<file path="config.mk">
export PLATFORM = sky130hd
export DESIGN_NAME = fwm_trap_seq
export DESIGN_NICKNAME = d
export VERILOG_FILES = /design/src/rtl/fwt_pkg.sv /design/src/rtl/fwt_prio.sv /design/src/rtl/fwt_vec.sv /design/src/rtl/fwt_gate.sv /design/src/rtl/fwm_trap_seq.sv
export SDC_FILE = /design/constraint.sdc
export NUM_CORES = 1
export LEC_CHECK = 0
export CORE_MARGIN = 2
export CORE_UTILIZATION = 38
export DETAILED_ROUTE_END_ITERATION = 10
export PLACE_DENSITY = 0.76
export SKIP_CTS_REPAIR_TIMING = 1
export SLEW_MARGIN = 40
export SYNTH_ARGS = -nofsm -noshare
export SYNTH_HDL_FRONTEND = slang
export SYNTH_SLANG_ARGS = --single-unit
</file>
<file path="constraint.sdc">
create_clock -name clk -period 3.6 [get_ports clk]
set_input_delay 1.08 -clock clk [delete_from_list [all_inputs] [get_ports clk]]
set_output_delay 1.08 -clock clk [all_outputs]
set_load 0.05 [all_outputs]
</file>
<file path="src/rtl/fwt_pkg.sv">
package fwt_pkg;

   localparam int CODE_W = 4;
   localparam int N_SRC  = 7;

   typedef enum logic [CODE_W-1:0] {
      CZ_NONE   = 4'd0,
      CZ_UNIMPL = 4'd1,
      CZ_ARITH  = 4'd2,
      CZ_MEMF   = 4'd3,
      CZ_CALL   = 4'd4,
      CZ_ITB    = 4'd5,
      CZ_DTB    = 4'd6,
      CZ_DTB_FW = 4'd7,
      CZ_IRQ    = 4'd8,
      CZ_RET    = 4'd15
   } cause_e;

   typedef enum logic [2:0] {
      OP_NONE = 3'd0,
      OP_MTSR = 3'd1,
      OP_MFSR = 3'd2,
      OP_PLD  = 3'd3,
      OP_PST  = 3'd4,
      OP_RET  = 3'd5
   } priv_op_e;

   // Priority index (0 = highest) to trap code.
   function automatic cause_e src_code(input int idx, input logic in_fw);
      case (idx)
         0:       return CZ_UNIMPL;
         1:       return CZ_ARITH;
         2:       return CZ_MEMF;
         3:       return CZ_CALL;
         4:       return CZ_ITB;
         5:       return in_fw ? CZ_DTB_FW : CZ_DTB;
         6:       return CZ_IRQ;
         default: return CZ_NONE;
      endcase
   endfunction

endpackage

</file>
<file path="src/rtl/fwt_prio.sv">
module fwt_prio #(
   parameter int N = 7
) (
   input  logic [N-1:0] req,
   output logic [N-1:0] grant,
   output logic         any
);

   if (N < 2) begin : g_bad_n
      $error("fwt_prio: N must be at least 2");
   end

   for (genvar i = 0; i < N; i++) begin : g_grant
      if (i == 0) begin : g_top
         assign grant[i] = req[i];
      end else begin : g_rest
         assign grant[i] = req[i] & ~(|req[i-1:0]);
      end
   end

   assign any = |req;

endmodule

</file>
<file path="src/rtl/fwt_vec.sv">
module fwt_vec
   import fwt_pkg::*;
#(
   parameter int PC_W         = 32,
   parameter int SLOT_SH      = 8,
   parameter bit ALIGNED_BASE = 1'b0
) (
   input  logic [PC_W-1:0]   base,
   input  cause_e            code,
   output logic [PC_W-1:0]   target
);

   localparam int TOP_LO = SLOT_SH + CODE_W;

   if (PC_W < TOP_LO + 1) begin : g_bad_w
      $error("fwt_vec: PC_W too small for SLOT_SH and code width");
   end

   if (ALIGNED_BASE) begin : g_concat
      // Base is assumed aligned to the full slot table: no carry chain.
      assign target = {base[PC_W-1:TOP_LO], code, {SLOT_SH{1'b0}}};
   end else begin : g_add
      assign target = base + (PC_W'(code) << SLOT_SH);
   end

endmodule

</file>
<file path="src/rtl/fwt_gate.sv">
module fwt_gate
   import fwt_pkg::*;
(
   input  logic       valid,
   input  logic [2:0] op,
   input  logic       in_fw,
   output logic       priv_ok,
   output logic       illegal,
   output logic       ret_req
);

   logic is_priv;

   assign is_priv = valid && (op >= 3'(OP_MTSR)) && (op <= 3'(OP_RET));
   assign priv_ok = is_priv && in_fw;
   assign illegal = is_priv && !in_fw;
   assign ret_req = priv_ok && (op == 3'(OP_RET));

endmodule

</file>
<file path="src/rtl/fwm_trap_seq.sv">
module fwm_trap_seq
   import fwt_pkg::*;
#(
   parameter int PC_W         = 32,
   parameter int SLOT_SH      = 8,
   parameter bit ALIGNED_BASE = 1'b0,
   parameter bit RST_FW       = 1'b1
) (
   input  logic            clk,
   input  logic            rst_n,
   input  logic [PC_W-1:0] pc_i,
   input  logic [PC_W-1:0] fw_base_i,
   input  logic            instr_valid_i,
   input  logic [2:0]      priv_op_i,
   input  logic            unimpl_i,
   input  logic            arith_i,
   input  logic            mem_fault_i,
   input  logic            fw_call_i,
   input  logic            itb_miss_i,
   input  logic            dtb_miss_i,
   input  logic            irq_i,
   input  logic            irq_en_i,
   output logic            redirect_o,
   output logic [PC_W-1:0] target_o,
   output logic [3:0]      cause_o,
   output logic            fw_mode_o,
   output logic            xlate_on_o,
   output logic            irq_allow_o,
   output logic            priv_ok_o,
   output logic [PC_W-1:0] saved_pc_o,
   output logic            saved_fw_o
);

   if (SLOT_SH < 2) begin : g_bad_slot
      $error("fwm_trap_seq: SLOT_SH must be at least 2");
   end

   logic              fw_q, sfw_q, redir_q;
   logic [PC_W-1:0]   spc_q, tgt_q;
   cause_e            cause_q, code;
   logic [N_SRC-1:0]  req, grant;
   logic              any_trap, illegal, ret_req, take_ret;
   logic [PC_W-1:0]   vec_tgt;

   fwt_gate u_gate (
      .valid   (instr_valid_i),
      .op      (priv_op_i),
      .in_fw   (fw_q),
      .priv_ok (priv_ok_o),
      .illegal (illegal),
      .ret_req (ret_req)
   );

   // Index 0 is the highest priority.
   assign req = {irq_i & irq_en_i & ~fw_q,
                 dtb_miss_i,
                 itb_miss_i,
                 fw_call_i,
                 mem_fault_i,
                 arith_i,
                 unimpl_i | illegal};

   fwt_prio #(.N(N_SRC)) u_prio (
      .req   (req),
      .grant (grant),
      .any   (any_trap)
   );

   always_comb begin
      code = CZ_NONE;
      for (int i = 0; i < N_SRC; i++) begin
         if (grant[i]) code = src_code(i, fw_q);
      end
   end

   fwt_vec #(.PC_W(PC_W), .SLOT_SH(SLOT_SH), .ALIGNED_BASE(ALIGNED_BASE)) u_vec (
      .base   (fw_base_i),
      .code   (code),
      .target (vec_tgt)
   );

   assign take_ret = ret_req & ~any_trap;

   always_ff @(posedge clk) begin
      if (!rst_n) begin
         fw_q    <= RST_FW;
         sfw_q   <= 1'b0;
         spc_q   <= '0;
         tgt_q   <= '0;
         redir_q <= 1'b0;
         cause_q <= CZ_NONE;
      end else if (any_trap) begin
         spc_q   <= pc_i;
         sfw_q   <= fw_q;
         fw_q    <= 1'b1;
         tgt_q   <= vec_tgt;
         redir_q <= 1'b1;
         cause_q <= code;
      end else if (take_ret) begin
         fw_q    <= sfw_q;
         tgt_q   <= spc_q;
         redir_q <= 1'b1;
         cause_q <= CZ_RET;
      end else begin
         redir_q <= 1'b0;
         cause_q <= CZ_NONE;
      end
   end

   assign redirect_o  = redir_q;
   assign target_o    = tgt_q;
   assign cause_o     = cause_q;
   assign fw_mode_o   = fw_q;
   assign xlate_on_o  = ~fw_q;
   assign irq_allow_o = ~fw_q;
   assign saved_pc_o  = spc_q;
   assign saved_fw_o  = sfw_q;

   // entry captures PC and prior mode, and lands in firmware mode
   p_entry_save_r2: assert property (@(posedge clk) disable iff (!rst_n)
      any_trap |=> (saved_pc_o == $past(pc_i)) && (saved_fw_o == $past(fw_mode_o)) && fw_mode_o);

   // no interrupt redirect when masked or already in firmware mode
   p_irq_mask_r5: assert property (@(posedge clk) disable iff (!rst_n)
      (fw_mode_o || !irq_en_i) |=> !(redirect_o && (cause_o == 4'(CZ_IRQ))));

   // privileged op outside firmware mode traps as unimplemented
   p_priv_trap_r6: assert property (@(posedge clk) disable iff (!rst_n)
      (instr_valid_i && (priv_op_i >= 3'd1) && (priv_op_i <= 3'd5) && !fw_mode_o)
      |=> (redirect_o && (cause_o == 4'(CZ_UNIMPL))));

   // return restores PC and mode from saved copies
   p_ret_restore_r7: assert property (@(posedge clk) disable iff (!rst_n)
      take_ret |=> (fw_mode_o == $past(saved_fw_o)) && (target_o == $past(saved_pc_o))
                   && $stable(saved_pc_o));

   // firmware-mode data-miss slot only used from firmware mode
   p_dtb_fw_r8: assert property (@(posedge clk) disable iff (!rst_n)
      (dtb_miss_i && !(|grant[4:0]) && fw_mode_o) |=> (cause_o == 4'(CZ_DTB_FW)));

endmodule

</file>
==> impl_metrics.py, run 1 <==
metrics = {
    "timing": {
        "slew_viol_final": 0,
        "timing.final.crit_share_pct": 91.90,
        "setup_tns_ps": 0,
        "hold_viol": 0,
        "grt_setup_unrepaired": "false",
        "setup_violations": 0,
        "max_slew.worst_pin.slew_ps": 562.7,
        "slew-limit-headroom_pct": 62.37,
        "hold_ws_ps": 472.0,
        "worst_slack_ps": 291.5,
        "post-route-min-period_ps": 3309,
        "fin_worst_skew_ps": 12.03,
        "fmax_ghz": 0.3022,
    },
    "drt": {
        "drtIter0Drc": 123,
        "via_count": 3585,
        "via_per_inst": 5.136,
        "first_pass_iters": 4,
        "wl_um": 10690,
        "drc": 0,
        "ant_nets": 0,
        "wl_per_cell_um": 15.31,
    },
    "synthesis": {
        "synth-async-reset-ratio_pct": 0,
        "ys_warn_count": 0,
        "ys_ff_latch": 71,
        "synth.area.top_cells": "dfxtp_1 (40%), nand2_1 (11%), a21oi_1 (6.9%)",
        "synthCells": 413,
        "netlist_area_um2": 3530,
        "synth_common_cells": "nand2_1 (100), dfxtp_1 (71), a21oi_1 (49)",
        "synth_ff_type": "dfxtp_1",
        "synth_edf_count": 0,
        "synth_cell_type_count": 44,
        "yosysMostFrequentCell": "nand2_1",
        "synth_area_per_cell_um2": 8.546,
        "synth_fp_nets": 496,
        "yosysSeqAreaShare_pct": 40.27,
        "synth_area_leader_cell": "dfxtp_1",
        "netlist.area_leader.share_pct": 40.27,
    },
    "pwr": {
        "p_switching_uw": 635.5,
        "p_seq_share_pct": 38.9,
        "p_per_area_nw_per_um2": 386.0,
        "p_int_uw": 1573,
        "switching_share_pct": 28.78,
        "power_leakage_uw": 0.002184,
        "peakVddDrop_mv": 0.2056,
        "clockPowerShare_pct": 36.3,
        "combPwrFrac_pct": 24.8,
    },
    "setup_path": {
        "regToRegSetupSlack_ps": 1030,
        "path_buf_inv": 4,
        "r2r_cells": 12,
        "rr_startpoint": "fw_mode_o$_SDFFE_PP1P_",
        "crit_start": "priv_op_i[0]",
        "critPathCaptureType": "register",
        "arrival_ps": 3530,
        "cpMostUsedCell": "buf_6",
        "crit_chain": "dlymetal6s2s_1 -> or3_4 -> a41oi_4 -> buf_6 -> and3b_2 -> ha_4 -> buf_4 -> o21a_4 -> a21oi_4 -> buf_6 -> nor3_1 -> xnor2_1 -> a21oi_1",
        "crit_path_max_incr_delay_ps": 410,
        "startpoint_type": "primary input",
        "critical-path-slowest-cell": "or3_4",
        "timing.rr.end": "target_o[28]$_SDFFE_PN0P_",
        "path_class": "primary input to register",
        "worstPathRequired_ps": 3820,
        "worstPathMaxFanout": 5,
        "cpLargestDelayFamily": "compound AO/OA/AOI/OAI gates",
    },
    "final_layout": {
        "antenna_cells": 0,
        "layout.nets": 665,
        "area_growth_pct": 62.11,
        "layout-drive-gt1-share_pct": 17.89,
        "finish.instance_area_um2": 5722,
        "final_util_pct": 62.82,
    },
    "worst_hold_path": {
        "hold_depth": 2,
        "hold_path_end": "saved_pc_o[18]$_SDFFE_PN0N_",
        "hold_path_class": "register to register",
        "worstHoldStart": "saved_pc_o[18]$_SDFFE_PN0N_",
    },
    "place": {
        "dp_slack_ps": -520.1,
        "gp_congestion": 0.8915,
        "post_dp_cell_area_um2": 5298,
        "dp_hpwl_um": 7608,
        "port_buffers": 151,
    },
    "clock_network": {
        "cts_root_buf": "clkbuf_8",
        "clock_sinks": 71,
        "clk_latency_ps": 340,
        "cts.clk_slew.worst_paths_ps": 80,
        "cts_tree": "done",
        "cts.htree.levels": 3,
        "clk_path_buf_depth": 2,
        "cts_buffers": 9,
    },
    "global_route": {
        "grt_pass1_wl_um": 17110,
        "antenna_found_initial": 0,
        "grt_max_degree": 74,
        "grt_usage_pct": 21.02,
        "overflow": 0,
        "grt_pass1_vias": 3545,
    },
    "die": {
        "rows": 35,
        "die_y_um": 100.4,
        "dieArea_um2": 10080,
        "start_util_pct": 38.75,
        "die-width_um": 100.4,
        "core-area_um2": 9109,
        "pin_count": 152,
    },
    "outcome": {
        "status": "finished clean",
    },
    "job": {
        "maxCapViolations": 0,
    },
}
## area by class of cell
cell class                      instances  area, um2
Fill cell                             800       3387
Tap cell                              111      138.9
Inverter                                8      30.03
Multi-Input combinational cell        306       2044
Clock inverter                          5      103.9
Sequential cell                        71       1421
Timing Repair Buffer                  186       1832
Clock buffer                           11      151.4
## how the worst max path moves through the flow
stage	cells past startpoint	endpoint
after detailed placement	14	target_o[28]$_SDFFE_PN0P_
after CTS	14	target_o[28]$_SDFFE_PN0P_
after floorplan	9	target_o[28]$_SDFFE_PN0P_
after global placement	11	target_o[30]$_SDFFE_PN0P_
after global routing	12	target_o[21]$_SDFFE_PN0P_
final	13	target_o[21]$_SDFFE_PN0P_
## layer usage
metal,part of all wire (%),global-route usage (%),up-vias
met5,0,0,-
met4,2.4,7.376,0
met3,5.8,5.223,28
met2,50,35.98,119
met1,42,25.65,1670
li1,-,-,1768
## worst min-delay path, stage by stage, from the launching register on
cell     delay, ps
dfxtp_1        330
nand2_1         50
a21oi_1         50
## registers in the layout (all words and copies together), names as in the netlist
register and count:
saved_pc_o 32, fw_mode_o 1, saved_fw_o 1, cause_o 4
redirect_o 1, target_o 32
## stage by stage
step           power (uW)  cells
2_1_floorplan        1167    413
3_3_place_gp         1402    680
3_5_place_dp         1410    680
4_1_cts              2212    696
5_1_grt              2303    698
6_report             2208    698
## logic make-up (layout without fill, tap and decap cells)
group	count (synthesis)	after routing	share of synthesized area, %
flip-flops	71	71	40.27
AO/OA/AOI/OAI	110	110	21.45
AND/OR/NAND/NOR	151	151	19.04
buffers and inverters	36	210	5.990
multiplexers	19	19	6.062
adder cells (fa/ha/maj)	5	5	1.985
XOR/XNOR	21	21	5.211
## layout by cell type (no fill, tap or decap), drive strengths merged, types with 2 or more instances in the layout
cell type / count
nor3: 3
or3: 2
mux2: 19
bufinv: 3
a2111oi: 2
clkinv: 2
ha: 4
a211oi: 8
clkbuf: 11
nand3: 5
inv: 8
buf: 36
and4: 3
nor2b: 2
a21boi: 9
nor4b: 4
and3: 2
dlymetal6s2s: 3
nor3b: 3
o21a: 4
a311oi: 11
nand2: 100
nand4: 4
xnor2: 21
o21ai: 21
a21oi: 49
dfxtp: 71
clkdlybuf4s50: 147
nor2: 21
## power groups by stage
| stage | Clock, uW | Sequential [uW] | Combinational (uW) |
|---|---|---|---|
| 6_report | 801 | 860 | 548 |
| 5_1_grt | 858 | 866 | 579 |
| 4_1_cts | 818 | 860 | 534 |
| 3_5_place_dp | 0 | 878 | 532 |
| 3_3_place_gp | 0 | 878 | 524 |
| 2_1_floorplan | 0 | 1040 | 130 |
No activity file was read; power rests on OpenSTA's default activity.
==> run 2: changes to the inputs <==
Settings changed: ABC_AREA set to 1, CORE_UTILIZATION 38 to 35, PLACE_DENSITY 0.76 to 0.7.
==> run 2 against run 1 <==
- global-route usage grew 0.26 points
- final cell count grew 30%
- critical path depth grew 7
- routed wire length grew 16%
- utilization shrank 6.9 points
- synthesized area grew 6.1%
- design area grew 1.4%
- count of clock-buffer cells in the layout shrank 2
- critical path type unchanged
- largest power group unchanged
==> impl_metrics.py, run 2 <==
metrics = {
    "clock_network": {
        "cts_tree": "done",
        "cts.clk_slew.worst_paths_ps": 80,
        "clk_latency_ps": 350,
        "cts_buffers": 9,
        "cts_root_buf": "clkbuf_8",
        "clock_sinks": 71,
        "clk_path_buf_depth": 2,
        "cts.htree.levels": 3,
    },
    "place": {
        "gp_congestion": 0.8465,
        "port_buffers": 151,
        "dp_hpwl_um": 9285,
        "dp.cells": 891,
    },
    "global_route": {
        "grt_pass1_wl_um": 19510,
        "grt_use_met2_pct": 36.44,
        "grt_max_degree": 34,
        "grt_use_met3_pct": 5.811,
        "overflow": 0,
        "grt_util_met1_pct": 26.17,
        "grt_pass1_vias": 4128,
        "grt_usage_pct": 21.28,
        "grt_busiest_layer": "met2",
        "antenna_found_initial": 0,
    },
    "synthesis": {
        "synth.area.top_cells": "dfxtp_1 (38%), nand2_1 (24%), nand3_1 (7.8%)",
        "synth_area_leader_cell": "dfxtp_1",
        "synth-async-reset-ratio_pct": 0,
        "netlist_area_um2": 3744,
        "synth_common_cells": "nand2_1 (237), dfxtp_1 (71), nor2_1 (66)",
        "yosysMostFrequentCell": "nand2_1",
        "synth_cell_type_count": 28,
        "ys_ff_latch": 71,
        "synth_area_per_cell_um2": 6.229,
        "netlist.area_leader.share_pct": 37.97,
        "synth_fp_nets": 684,
        "ys_warn_count": 0,
        "yosysSeqAreaShare_pct": 37.97,
        "synth_edf_count": 0,
        "synthCells": 601,
        "synth_ff_type": "dfxtp_1",
    },
    "setup_path": {
        "path_class": "primary input to register",
        "path_buf_inv": 4,
        "critPathCaptureType": "register",
        "regToRegSetupSlack_ps": 1000,
        "cpMostUsedCell": "nand2_1",
        "worstPathMaxFanout": 7,
        "arrival_ps": 3660,
        "worstPathRequired_ps": 3890,
        "cpLargestDelayFamily": "simple AND/OR/NAND/NOR gates",
        "startpoint_type": "primary input",
        "crit_path_max_incr_delay_ps": 480,
        "critical-path-slowest-cell": "clkdlybuf4s50_1",
        "crit_chain": "clkdlybuf4s50_1 -> inv_1 -> a21oi_2 -> nand3_2 -> buf_4 -> nand3_1 -> nor3_1 -> nand2_1 -> inv_1 -> ha_1 -> nand2_1 -> nor2_1 -> nand2_1 -> nand2_4 -> nand3_1 -> nand2_1 -> nand2_1 -> nor2_1 -> nor2_1 -> nor2_1",
    },
    "drt": {
        "wl_um": 12410,
        "via_count": 4265,
        "first_pass_iters": 5,
        "via_per_inst": 4.702,
        "wl_per_cell_um": 13.68,
        "drc": 0,
        "drtIter0Drc": 155,
        "ant_nets": 0,
    },
    "timing": {
        "slew_viol_final": 0,
        "fmax_ghz": 0.2963,
        "hold_viol": 0,
        "max_slew.worst_pin.slew_ps": 589.3,
        "grt_setup_unrepaired": "true",
        "timing.final.crit_share_pct": 93.74,
        "slew-limit-headroom_pct": 60.66,
        "setup_violations": 0,
        "post-route-min-period_ps": 3375,
        "fin_worst_skew_ps": 6.384,
        "setup_tns_ps": 0,
    },
    "final_layout": {
        "area_growth_pct": 54.98,
        "layout_commonest_cell": "nand2_1",
        "mostFrequentLayoutCells": "nand2_1 (233), clkdlybuf4s50_1 (149), dfxtp_1 (71), inv_1 (65), nor2_1 (63)",
        "layout-drive-gt1-share_pct": 8.301,
        "antenna_cells": 0,
        "layout.nets": 850,
        "final_cells": 907,
    },
    "pwr": {
        "p_per_area_nw_per_um2": 361.0,
        "power_leakage_uw": 0.002777,
        "power.total_uw": 2095,
        "peakVddDrop_mv": 0.1996,
    },
    "die": {
        "die-width_um": 107.4,
        "die_y_um": 107.4,
        "pin_count": 152,
        "rows": 37,
        "core-area_um2": 10370,
        "dieArea_um2": 11540,
        "start_util_pct": 36.10,
    },
    "worst_hold_path": {
        "hold_path_class": "register to register",
    },
    "outcome": {
        "status": "finished clean",
    },
    "job": {
        "maxCapViolations": 0,
    },
}
==> run 2: final cells by class <==
cell class                      instances  area [um2]
Sequential cell                        71        1421
Fill cell                            1014        4568
Clock inverter                          6       86.33
Multi-Input combinational cell        439        1998
Timing Repair Buffer                  178        1747
Tap cell                              136       170.2
Clock buffer                            9       123.9
Inverter                               68       255.2
==> run 2: tightest hold or removal path: stages (launching register included) <==
cell     delay [ps]
dfxtp_1         320
nand2_1          60
a21oi_1          50
==> run 2: per-stage QoR <==
step / cell area (um2) / utilization [%] / setup slack (ps) / hold WS [ps]
final: 5802 / 55.95 / 225.4 / 479.6
after global placement: 5520 / 53.23 / -157.3 / 459.0
after detailed placement: 5520 / 53.23 / -319.0 / 465.2
after floorplan: 3744 / - / 363.1 / 689.1
after CTS: 5731 / 55.26 / 60.36 / 477.2
after global routing: 5802 / 55.95 / -8.707 / 505.0
==> run 2: worst paths after layout <==
kind              cells after the start                        start                           to
setup / recovery                     20                instr_valid_i    target_o[27]$_SDFFE_PN0P_
hold / removal                        2  saved_pc_o[20]$_SDFFE_PN0N_  saved_pc_o[20]$_SDFFE_PN0N_
setup reg to reg                     21       fw_mode_o$_SDFFE_PP1P_    target_o[30]$_SDFFE_PN0P_
hold reg to reg                       2  saved_pc_o[20]$_SDFFE_PN0N_  saved_pc_o[20]$_SDFFE_PN0N_
==> run 2: logic make-up after synthesis <==
kind of cell / after synthesis / synth area share [%]
flip-flops: 71 / 37.97
buffers and inverters: 91 / 9.759
adder cells (fa/ha/maj): 5 / 1.872
XOR/XNOR: 5 / 1.170
AND/OR/NAND/NOR: 383 / 42.68
AO/OA/AOI/OAI: 46 / 6.551
==> run 2: report_power, final <==
| part | total, uW | switching (uW) | internal (uW) | leakage (uW) |
|---|---|---|---|---|
| combinational | 536 | 313 | 223 | 0.00208 |
| sequential | 861 | 29.2 | 832 | 0.000591 |
| clock | 697 | 312 | 385 | 0.000105 |
| total | 2090 | 655 | 1440 | 0.00278 |
==> run 2: layer usage <==
metal / vias to the layer above / wire (um)
li1: 2182 / -
met1: 1933 / 5464
met2: 138 / 5882
met3: 12 / 904
met4: 0 / 157
met5: - / 0
